--- src/rtl/mac_pkg.sv ---
package mac_pkg;

  typedef enum logic [1:0] {
    MAC_IDLE  = 2'b00,
    MAC_ADD   = 2'b01,
    MAC_SUB   = 2'b10,
    MAC_RDCLR = 2'b11
  } mac_cmd_e;

  localparam int MAC_DW_DEF    = 32;
  localparam int MAC_SHIFT_DEF = 28;

endpackage

--- src/rtl/mac_mul.sv ---
module mac_mul #(
  parameter int DW = mac_pkg::MAC_DW_DEF,
  localparam int AW = 2 * DW
) (
  input  logic [DW-1:0] a_i,
  input  logic [DW-1:0] b_i,
  output logic [AW-1:0] prod_o
);

  // Full-width signed product, returned as a raw bit vector.
  function automatic logic [AW-1:0] signed_product(input logic [DW-1:0] a,
                                                   input logic [DW-1:0] b);
    logic signed [AW-1:0] wa;
    logic signed [AW-1:0] wb;
    logic signed [AW-1:0] p;
    wa = AW'($signed(a));
    wb = AW'($signed(b));
    p  = wa * wb;
    return p;
  endfunction

  assign prod_o = signed_product(a_i, b_i);

endmodule

--- src/rtl/mac_next.sv ---
module mac_next
  import mac_pkg::*;
#(
  parameter int DW    = MAC_DW_DEF,
  parameter int SHIFT = MAC_SHIFT_DEF,
  localparam int AW = 2 * DW
) (
  input  mac_cmd_e      cmd_i,
  input  logic [AW-1:0] acc_i,
  input  logic [AW-1:0] prod_i,
  output logic [AW-1:0] acc_d_o,
  output logic          upd_o,
  output logic          res_ld_o,
  output logic [DW-1:0] res_d_o
);

  // Arithmetic right shift of the whole sum, cut to operand width.
  function automatic logic [DW-1:0] scaled_slice(input logic [AW-1:0] acc);
    logic signed [AW-1:0] s;
    s = $signed(acc) >>> SHIFT;
    return s[DW-1:0];
  endfunction

  always_comb begin
    acc_d_o  = acc_i;
    upd_o    = 1'b0;
    res_ld_o = 1'b0;
    unique case (cmd_i)
      MAC_ADD: begin
        acc_d_o = acc_i + prod_i;
        upd_o   = 1'b1;
      end
      MAC_SUB: begin
        acc_d_o = acc_i - prod_i;
        upd_o   = 1'b1;
      end
      MAC_RDCLR: begin
        acc_d_o  = '0;
        upd_o    = 1'b1;
        res_ld_o = 1'b1;
      end
      default: begin
        acc_d_o = acc_i;
      end
    endcase
  end

  assign res_d_o = scaled_slice(acc_i);

endmodule

--- src/rtl/mac_acc_bank.sv ---
module mac_acc_bank #(
  parameter int DW = mac_pkg::MAC_DW_DEF,
  localparam int AW = 2 * DW,
  localparam int NHALF = 2
) (
  input  logic          clk_i,
  input  logic          rst_ni,
  input  logic          upd_i,
  input  logic [AW-1:0] acc_d_i,
  input  logic          sr_we_i,
  input  logic          sr_sel_i,
  input  logic [DW-1:0] sr_wdata_i,
  output logic [AW-1:0] acc_o
);

  for (genvar h = 0; h < NHALF; h++) begin : g_half
    logic [DW-1:0] q;
    logic          hit;
    assign hit = sr_we_i && (sr_sel_i == 1'(h));

    always_ff @(posedge clk_i) begin
      if (!rst_ni) begin
        q <= '0;
      end else if (hit) begin
        q <= sr_wdata_i;
      end else if (!sr_we_i && upd_i) begin
        q <= acc_d_i[h*DW +: DW];
      end
    end

    assign acc_o[h*DW +: DW] = q;
  end


  wr_lo_chk: assert property (@(posedge clk_i) disable iff (!rst_ni)
    (sr_we_i && !sr_sel_i) |=> (acc_o[DW-1:0] == $past(sr_wdata_i)) &&
                               (acc_o[AW-1:DW] == $past(acc_o[AW-1:DW])));

  wr_hi_chk: assert property (@(posedge clk_i) disable iff (!rst_ni)
    (sr_we_i && sr_sel_i) |=> (acc_o[AW-1:DW] == $past(sr_wdata_i)) &&
                              (acc_o[DW-1:0] == $past(acc_o[DW-1:0])));

endmodule

--- src/rtl/mac_unit.sv ---
module mac_unit
  import mac_pkg::*;
#(
  parameter int DW    = MAC_DW_DEF,
  parameter int SHIFT = MAC_SHIFT_DEF,
  localparam int AW = 2 * DW
) (
  input  logic          clk_i,
  input  logic          rst_ni,
  input  logic [1:0]    cmd_i,
  input  logic [DW-1:0] opa_i,
  input  logic [DW-1:0] opb_i,
  input  logic          sr_we_i,
  input  logic          sr_sel_i,
  input  logic [DW-1:0] sr_wdata_i,
  input  logic          sr_rsel_i,
  output logic [DW-1:0] sr_rdata_o,
  output logic [DW-1:0] res_o,
  output logic          res_vld_o
);

  mac_cmd_e      cmd;
  logic [AW-1:0] prod;
  logic [AW-1:0] acc_q;
  logic [AW-1:0] acc_d;
  logic          upd;
  logic          res_ld;
  logic [DW-1:0] res_d;
  logic          res_take;
  logic [DW-1:0] res_q;
  logic          res_vld_q;

  assign cmd = mac_cmd_e'(cmd_i);

  mac_mul #(.DW(DW)) u_mul (
    .a_i   (opa_i),
    .b_i   (opb_i),
    .prod_o(prod)
  );

  mac_next #(.DW(DW), .SHIFT(SHIFT)) u_next (
    .cmd_i   (cmd),
    .acc_i   (acc_q),
    .prod_i  (prod),
    .acc_d_o (acc_d),
    .upd_o   (upd),
    .res_ld_o(res_ld),
    .res_d_o (res_d)
  );

  mac_acc_bank #(.DW(DW)) u_bank (
    .clk_i     (clk_i),
    .rst_ni    (rst_ni),
    .upd_i     (upd),
    .acc_d_i   (acc_d),
    .sr_we_i   (sr_we_i),
    .sr_sel_i  (sr_sel_i),
    .sr_wdata_i(sr_wdata_i),
    .acc_o     (acc_q)
  );

  // A register write in the same cycle cancels the result too.
  assign res_take = res_ld && !sr_we_i;

  always_ff @(posedge clk_i) begin
    if (!rst_ni) begin
      res_q     <= '0;
      res_vld_q <= 1'b0;
    end else begin
      res_vld_q <= res_take;
      if (res_take) res_q <= res_d;
    end
  end

  assign sr_rdata_o = sr_rsel_i ? acc_q[AW-1:DW] : acc_q[DW-1:0];
  assign res_o      = res_q;
  assign res_vld_o  = res_vld_q;


  rdclr_zero_chk: assert property (@(posedge clk_i) disable iff (!rst_ni)
    res_vld_o |-> (acc_q == '0));

  wr_cancels_cmd_chk: assert property (@(posedge clk_i) disable iff (!rst_ni)
    sr_we_i |=> (!res_vld_o && $stable(res_o)));

  idle_hold_chk: assert property (@(posedge clk_i) disable iff (!rst_ni)
    (cmd == MAC_IDLE && !sr_we_i) |=> ($stable(acc_q) && !res_vld_o));

  add_update_chk: assert property (@(posedge clk_i) disable iff (!rst_ni)
    (cmd == MAC_ADD && !sr_we_i) |=> (acc_q == $past(acc_q) + $past(prod)));

  sub_update_chk: assert property (@(posedge clk_i) disable iff (!rst_ni)
    (cmd == MAC_SUB && !sr_we_i) |=> (acc_q == $past(acc_q) - $past(prod)));

  res_hold_chk: assert property (@(posedge clk_i) disable iff (!rst_ni)
    !res_vld_o |-> $stable(res_o));

endmodule

--- config.mk ---
export PLATFORM = sky130hd
export DESIGN_NAME = mac_unit
export DESIGN_NICKNAME = d
export VERILOG_FILES = /design/src/rtl/mac_pkg.sv /design/src/rtl/mac_mul.sv /design/src/rtl/mac_next.sv /design/src/rtl/mac_acc_bank.sv /design/src/rtl/mac_unit.sv
export SDC_FILE = /design/constraint.sdc
export NUM_CORES = 2
export LEC_CHECK = 0
export BUFFER_PORTS_ARGS = -buffer_cell sky130_fd_sc_hd__buf_2
export CORE_UTILIZATION = 65
export DETAILED_ROUTE_END_ITERATION = 8
export GPL_TIMING_DRIVEN = 0
export PLACE_DENSITY = 0.92
export SYNTH_ARGS = -nofsm -noshare
export SYNTH_HDL_FRONTEND = slang
export SYNTH_HIERARCHICAL = 1
export SYNTH_SLANG_ARGS = --single-unit
export TNS_END_PERCENT = 1
--- constraint.sdc ---
create_clock -name clk_i -period 17.3 [get_ports clk_i]
set_input_delay 0.865 -clock clk_i [delete_from_list [all_inputs] [get_ports clk_i]]
set_output_delay 0.865 -clock clk_i [all_outputs]
set_load 0.005 [all_outputs]
=== Word-level counts from Yosys, hierarchy flattened ===
Index checks and enable logic that the tools add are counted.

* Add/sub/neg operators: 2
* $mul: 1
* Equality and inequality tests: 3
* Mux-type cells: 8
* Bitwise operators: 1
* Reductions and logical operators: 12

{| class="wikitable"
|+ Operators with widths
! operator !! number
|-
| $pmux W64 S3 || 1
|-
| $mux W32 || 5
|-
| $add A64 B64 Y64 || 1
|-
| $mul A32 B32 Y64 || 1
|-
| $sub A64 B64 Y64 || 1
|-
| $reduce_bool A4 Y1 || 2
|-
| $eq A2 B2 Y1 const B || 2
|-
| $logic_and A1 B1 Y1 || 4
|-
| $reduce_and A2 Y1 || 2
|-
| $reduce_bool A2 Y1 || 2
|-
| $reduce_or A3 Y1 || 1
|-
| $eq A2 B1 Y1 const B || 1
|-
| $mux W1 || 2
|-
| $logic_not A1 Y1 || 1
|-
| $not A1 Y1 || 1
|}

* Flip-flop bits (word level): 97
* Input port bits: 103
* Output and inout port bits: 65
* Logic and storage cells: 31

=== Longest topological paths before layout ===
* Depth after elaboration: 6
* Mapped depth: 49
* Depth with buffers taken out: 47

=== Modules after synthesis ===
Netlist, hierarchy kept.

{| class="wikitable"
|+ By module, submodules not included
! module !! times used !! cells each !! area each (um^2) !! sequential area each (um^2)
|-
| mac_mul || 1 || 3,820 || 35,938.2 || 0.0
|-
| mac_next || 1 || 962 || 6,128.4 || 0.0
|-
| mac_acc_bank || 1 || 360 || 2,678.8 || 1,281.2
|-
| mac_unit || 1 || 178 || 1,865.5 || 660.6
|}

=== Worst setup path before layout ===
Ideal clock, no wire load.

* Path type: in2reg
* Start point: in opa_i[9]
* End point: reg u_bank.g_half[1].q[29]
* Setup time: 0.074 ns
* Data arrival time: 11.009 ns
* Data required time: 17.226 ns
* Path slack: 6.217 ns
* Cell stages on the path: 47
* Path buffers: 3
* Cell sequence: clkbuf_1 > nand2_1 > fa_1 > inv_1 > fa_1 > fa_1 > inv_1 > fa_1 > inv_1 > fa_1 > inv_1 > fa_1 > inv_1 > fa_1 > fa_1 > ha_1 > and3_1 > and2_1 > [11 not listed] > clkbuf_1 > a21oi_1 > nor2_1 > xor2_1 > ha_1 > clkbuf_1 > a21o_1 > a21o_1 > a21oi_1 > nor2b_1 > o21a_1 > o21ai_0 > nand2b_1 > a2111oi_0 > o31ai_1 > nand3_1 > nand2_1 > a31oi_1

* Longest elaborated chain between the ends: 5
* Elaborated cells on any way between the ends: 6
* Classes of those cells: add/sub: 2; mul: 1; mux: 3

{| class="wikitable"
|+ Ends and longest elaborated chain
! item !! line !! RTL
|-
| start: declaration || mac_unit.sv:11 || <nowiki>input logic [DW-1:0] opa_i,</nowiki>
|-
| $mul A32 B32 Y64 * || mac_mul.sv:18 || <nowiki>p = wa * wb;</nowiki>
|-
| via prod[28] || mac_unit.sv:23 || <nowiki>logic [AW-1:0] prod;</nowiki>
|-
| $sub A64 B64 Y64 or $add A64 B64 Y64 (tied branches) || mac_next.sv:34, mac_next.sv:30 ||
|-
| $pmux W64 S3 * || mac_next.sv:28 || <nowiki>unique case (cmd_i)</nowiki>
|-
| via acc_d[61] || mac_unit.sv:25 || <nowiki>logic [AW-1:0] acc_d;</nowiki>
|-
| $mux W32 * || mac_acc_bank.sv:26 || <nowiki>end else if (!sr_we_i && upd_i) begin</nowiki>
|-
| $mux W32 * || mac_acc_bank.sv:24 || <nowiki>end else if (hit) begin</nowiki>
|-
| end signal: assignment || mac_acc_bank.sv:25 || <nowiki>q <= sr_wdata_i;</nowiki>
|-
| end signal: assignment || mac_acc_bank.sv:27 || <nowiki>q <= acc_d_i[h*DW +: DW];</nowiki>
|-
| end: declaration || mac_acc_bank.sv:17 || <nowiki>logic [DW-1:0] q;</nowiki>
|}

Mark *: on every way through the listed nets, which the timed path passes. The rest lies on a longest branch. The select of a mux whose other input is x is not followed.
A chain may end at the register's enable or synchronous reset.

=== Final worst setup path ===
* Start point: in opa_i[10]
* End point: reg u_bank.g_half[1].q[31]

Same word-level chain as after synthesis.

==> run metrics <==
via density per instance ~6.3; Die Width about 270 um; reported max-cap violation count 0; final cycle utilization of the critical path 0.8073; Post-synth top flop dfxtp_1; global placer's final weighted congestion approximately 1.1; Slew HR 0.1375; GRT Total Usage 0.4677; Final HPWL DP about 140000 um; count of antenna-violating nets left after detailed routing 0; count of boundary I/O pins 168; FF-to-FF path depth 14; CTS HTree Levels 3; largest net degree at the start of global routing 23; number of DRC violations after detailed-routing iteration 0 5065; Routed Wire Length 169000 um; Clock Latency Late Sink between 0.3 and 0.4 ns; RSZ-0062 raised after global routing false; Remaining DRCs 0; wire length of the first global-routing pass between 200000 and 300000 um; post-layout min period 13.97 ns; Initial Util 0.6610; cell type with the highest occurrence count on the critical path fa_1; share of layout cells above drive strength 1 0.05781; number of storage elements in the synthesis netlist between 90 and 100; clock buffer count from CTS 9; final-report hold violation count 0; Post-synth EDFFs 0; maximum buffer depth of the clock tree 2; net count reported at finish 6934; critical path class input pin to register; Synthesized Nets between 6000 and 7000; maximum clock frequency 0.07160 GHz; Slowest Stage Delay on Critical Path around 0.90 ns; vertical die dimension 269.8 um; count of port buffers added during placement around 170; worst setup skew after layout ~0.013 ns; type of origin of the critical path input pin; syn_area_per_cell ~9 um2; run status finished, final reports clean; count of vias placed by the detailed router 40440; clock tree root driver cell clkbuf_16; core area about 71000 um2; cells after synthesis 5320; Synth cell types 85; Final Setup Violations 0; relative area change from synthesis to final layout 4.971%; number of global-route vias before repair approximately 42000; Die Footprint 72780 um2; Hold Path Class register to register; number of warnings reported in the yosys synthesis log 6; category of the worst setup path capture point register; DR WL/cell around 26 um; Post-synth ARST share 0; Slew Limit Fails 0; synth top area cells fa_1 (47%), inv_1 (7.9%), and2_1 (7.0%); critical-path maximum fanout 10; TritonCTS clock tree built; cell area after technology mapping ~47000 um2; sequential-to-total area share from yosys stat 0.04166; final sum of negative setup slack 0 ns; Post-CTS Setup Inserts 0; Rows 97; clock-pin transition on the worst setup and hold timing paths 0.07 ns; measured slew at the worst slew-check pin between 1 and 1.5 ns; Yosys top cell area share 0.4651; Worst path slowest cell clkbuf_1; CTS resizes 0; filler cell count in the final layout around 5600; final global-route overflow total 0; library cell occupying the most area in the post-synthesis netlist fa_1; initial antenna violation count 22; Crit path arrival time 14.25 ns; post-cts hold buffer count 0; number of cells traversed by the worst hold path 2; DRT Pass-1 Iters 8; CTS sink count 97; endpoint required time on the critical path about 18 ns
[final cells by class]
class	count	area (um2)	share of cell area
Clock buffer	10	239.0	0.004884
Clock inverter	6	51.30	0.001048
Sequential cell	97	1942	0.03969
Antenna cell	10	25.02	0.0005114
Buffer	333	1525	0.03117
Inverter	985	3697	0.07557
Multi-Input combinational cell	3905	39450	0.8062
Timing Repair Buffer	165	825.8	0.01688
Tap cell	940	1176	0.02404
[registers in the layout, summed over array words and instances (netlist names)]
register / flops
res_vld_o: 1
res_o: 32
u_bank/g_half.q: 64
[per-layer routing]
layer | GRT usage | share of wire | routed length [um] | vias up
met1 | 0.5960 | 0.35 | 58920 | 19900
met2 | 0.6712 | 0.42 | 70540 | 3160
met5 | 0.005921 | 0.00092 | 156 | -
met3 | 0.1736 | 0.15 | 25550 | 846
li1 | - | - | - | 16510
met4 | 0.3017 | 0.082 | 13840 | 16
[per-stage QoR]
stage	setup WS, ns	util	hold slack, ns	instances	instance area [um2]
finish	3.333	0.6939	0.4574	6451	48930
global route	2.927	0.6936	0.4682	6443	48910
global placement	3.604	0.6894	0.4418	6425	48610
CTS	3.688	0.6935	0.4554	6441	48900
floorplan	6.217	-	0.4511	5320	46610
detailed placement	3.376	0.6894	0.4456	6425	48610
[logic make-up (layout without fill, tap and decap cells)]
group | after synthesis | in the layout | synth area share
AND/OR/NAND/NOR | 1659 | 1659 | 0.1718
adder cells (fa/ha/maj) | 1335 | 1335 | 0.5328
buffers and inverters | 1318 | 1499 | 0.1120
AO/OA/AOI/OAI | 656 | 656 | 0.08858
XOR/XNOR | 189 | 189 | 0.03567
flip-flops | 97 | 97 | 0.04166
multiplexers | 66 | 66 | 0.01745
other | 0 | 10 | 0
[path summary, 6_finish.rpt]
check / from / end / slack, ns
worst max-delay path: opa_i[10] / u_bank/g_half[1].q[31] / 3.33
worst min-delay path: res_o[7] / res_o[7] / 0.46
worst max register to register: u_bank/g_half[0].q[0] / u_bank/g_half[1].q[31] / 13.07
worst min register to register: res_o[7] / res_o[7] / 0.46
[placed cells by master (no fill, tap or decap), drive strengths merged, types with 15 or more instances in the layout]
cell and n:
a21o 85, a21oi 174, a31oi 82, and2 526, and3 15, buf 246
clkbuf 262, dfxtp 97, fa 1083, ha 252, inv 987, mux2 32
mux2i 34, nand2 824, nand2b 21, nand3 23, nand4 27, nor2 135
nor2b 16, nor3 22, o21ai 176, o21bai 31, xnor2 142, xor2 47
[Yosys cell counts (6+ instances only)]
cell / instances
a211oi_1: 13
a21o_1: 85
a21oi_1: 169
a221o_1: 9
a221oi_1: 6
a31oi_1: 82
a41oi_1: 9
and2_1: 524
and3_1: 15
buf_2: 29
buf_4: 36
buf_6: 8
clkbuf_1: 252
dfxtp_1: 97
fa_1: 1083
ha_1: 252
inv_1: 985
mux2_4: 30
mux2i_1: 34
nand2_1: 823
nand2b_1: 21
nand3_1: 23
nand4_1: 27
nor2_1: 135
nor2b_1: 15
nor3_1: 22
nor4_1: 9
o2111ai_1: 6
o211ai_1: 11
o21a_1: 9
o21ai_0: 155
o21ai_1: 18
o21bai_1: 30
o31ai_1: 8
or3_1: 11
or4_1: 8
xnor2_1: 141
xor2_1: 47
[worst max-delay path: cells and delay by family]
kind / cells / cell delay [ns]
AOI/OAI and AO/OA: 13 / 3.49
xor gates and xnor gates: 2 / 0.33
adders and majority gates: 10 / 4.72
buffers and inverters: 7 / 1.92
and+or+nand+nor: 10 / 2.89
Power is not shown: default switching activity piles up to over one toggle a cycle in this logic, so the estimate is an artifact.
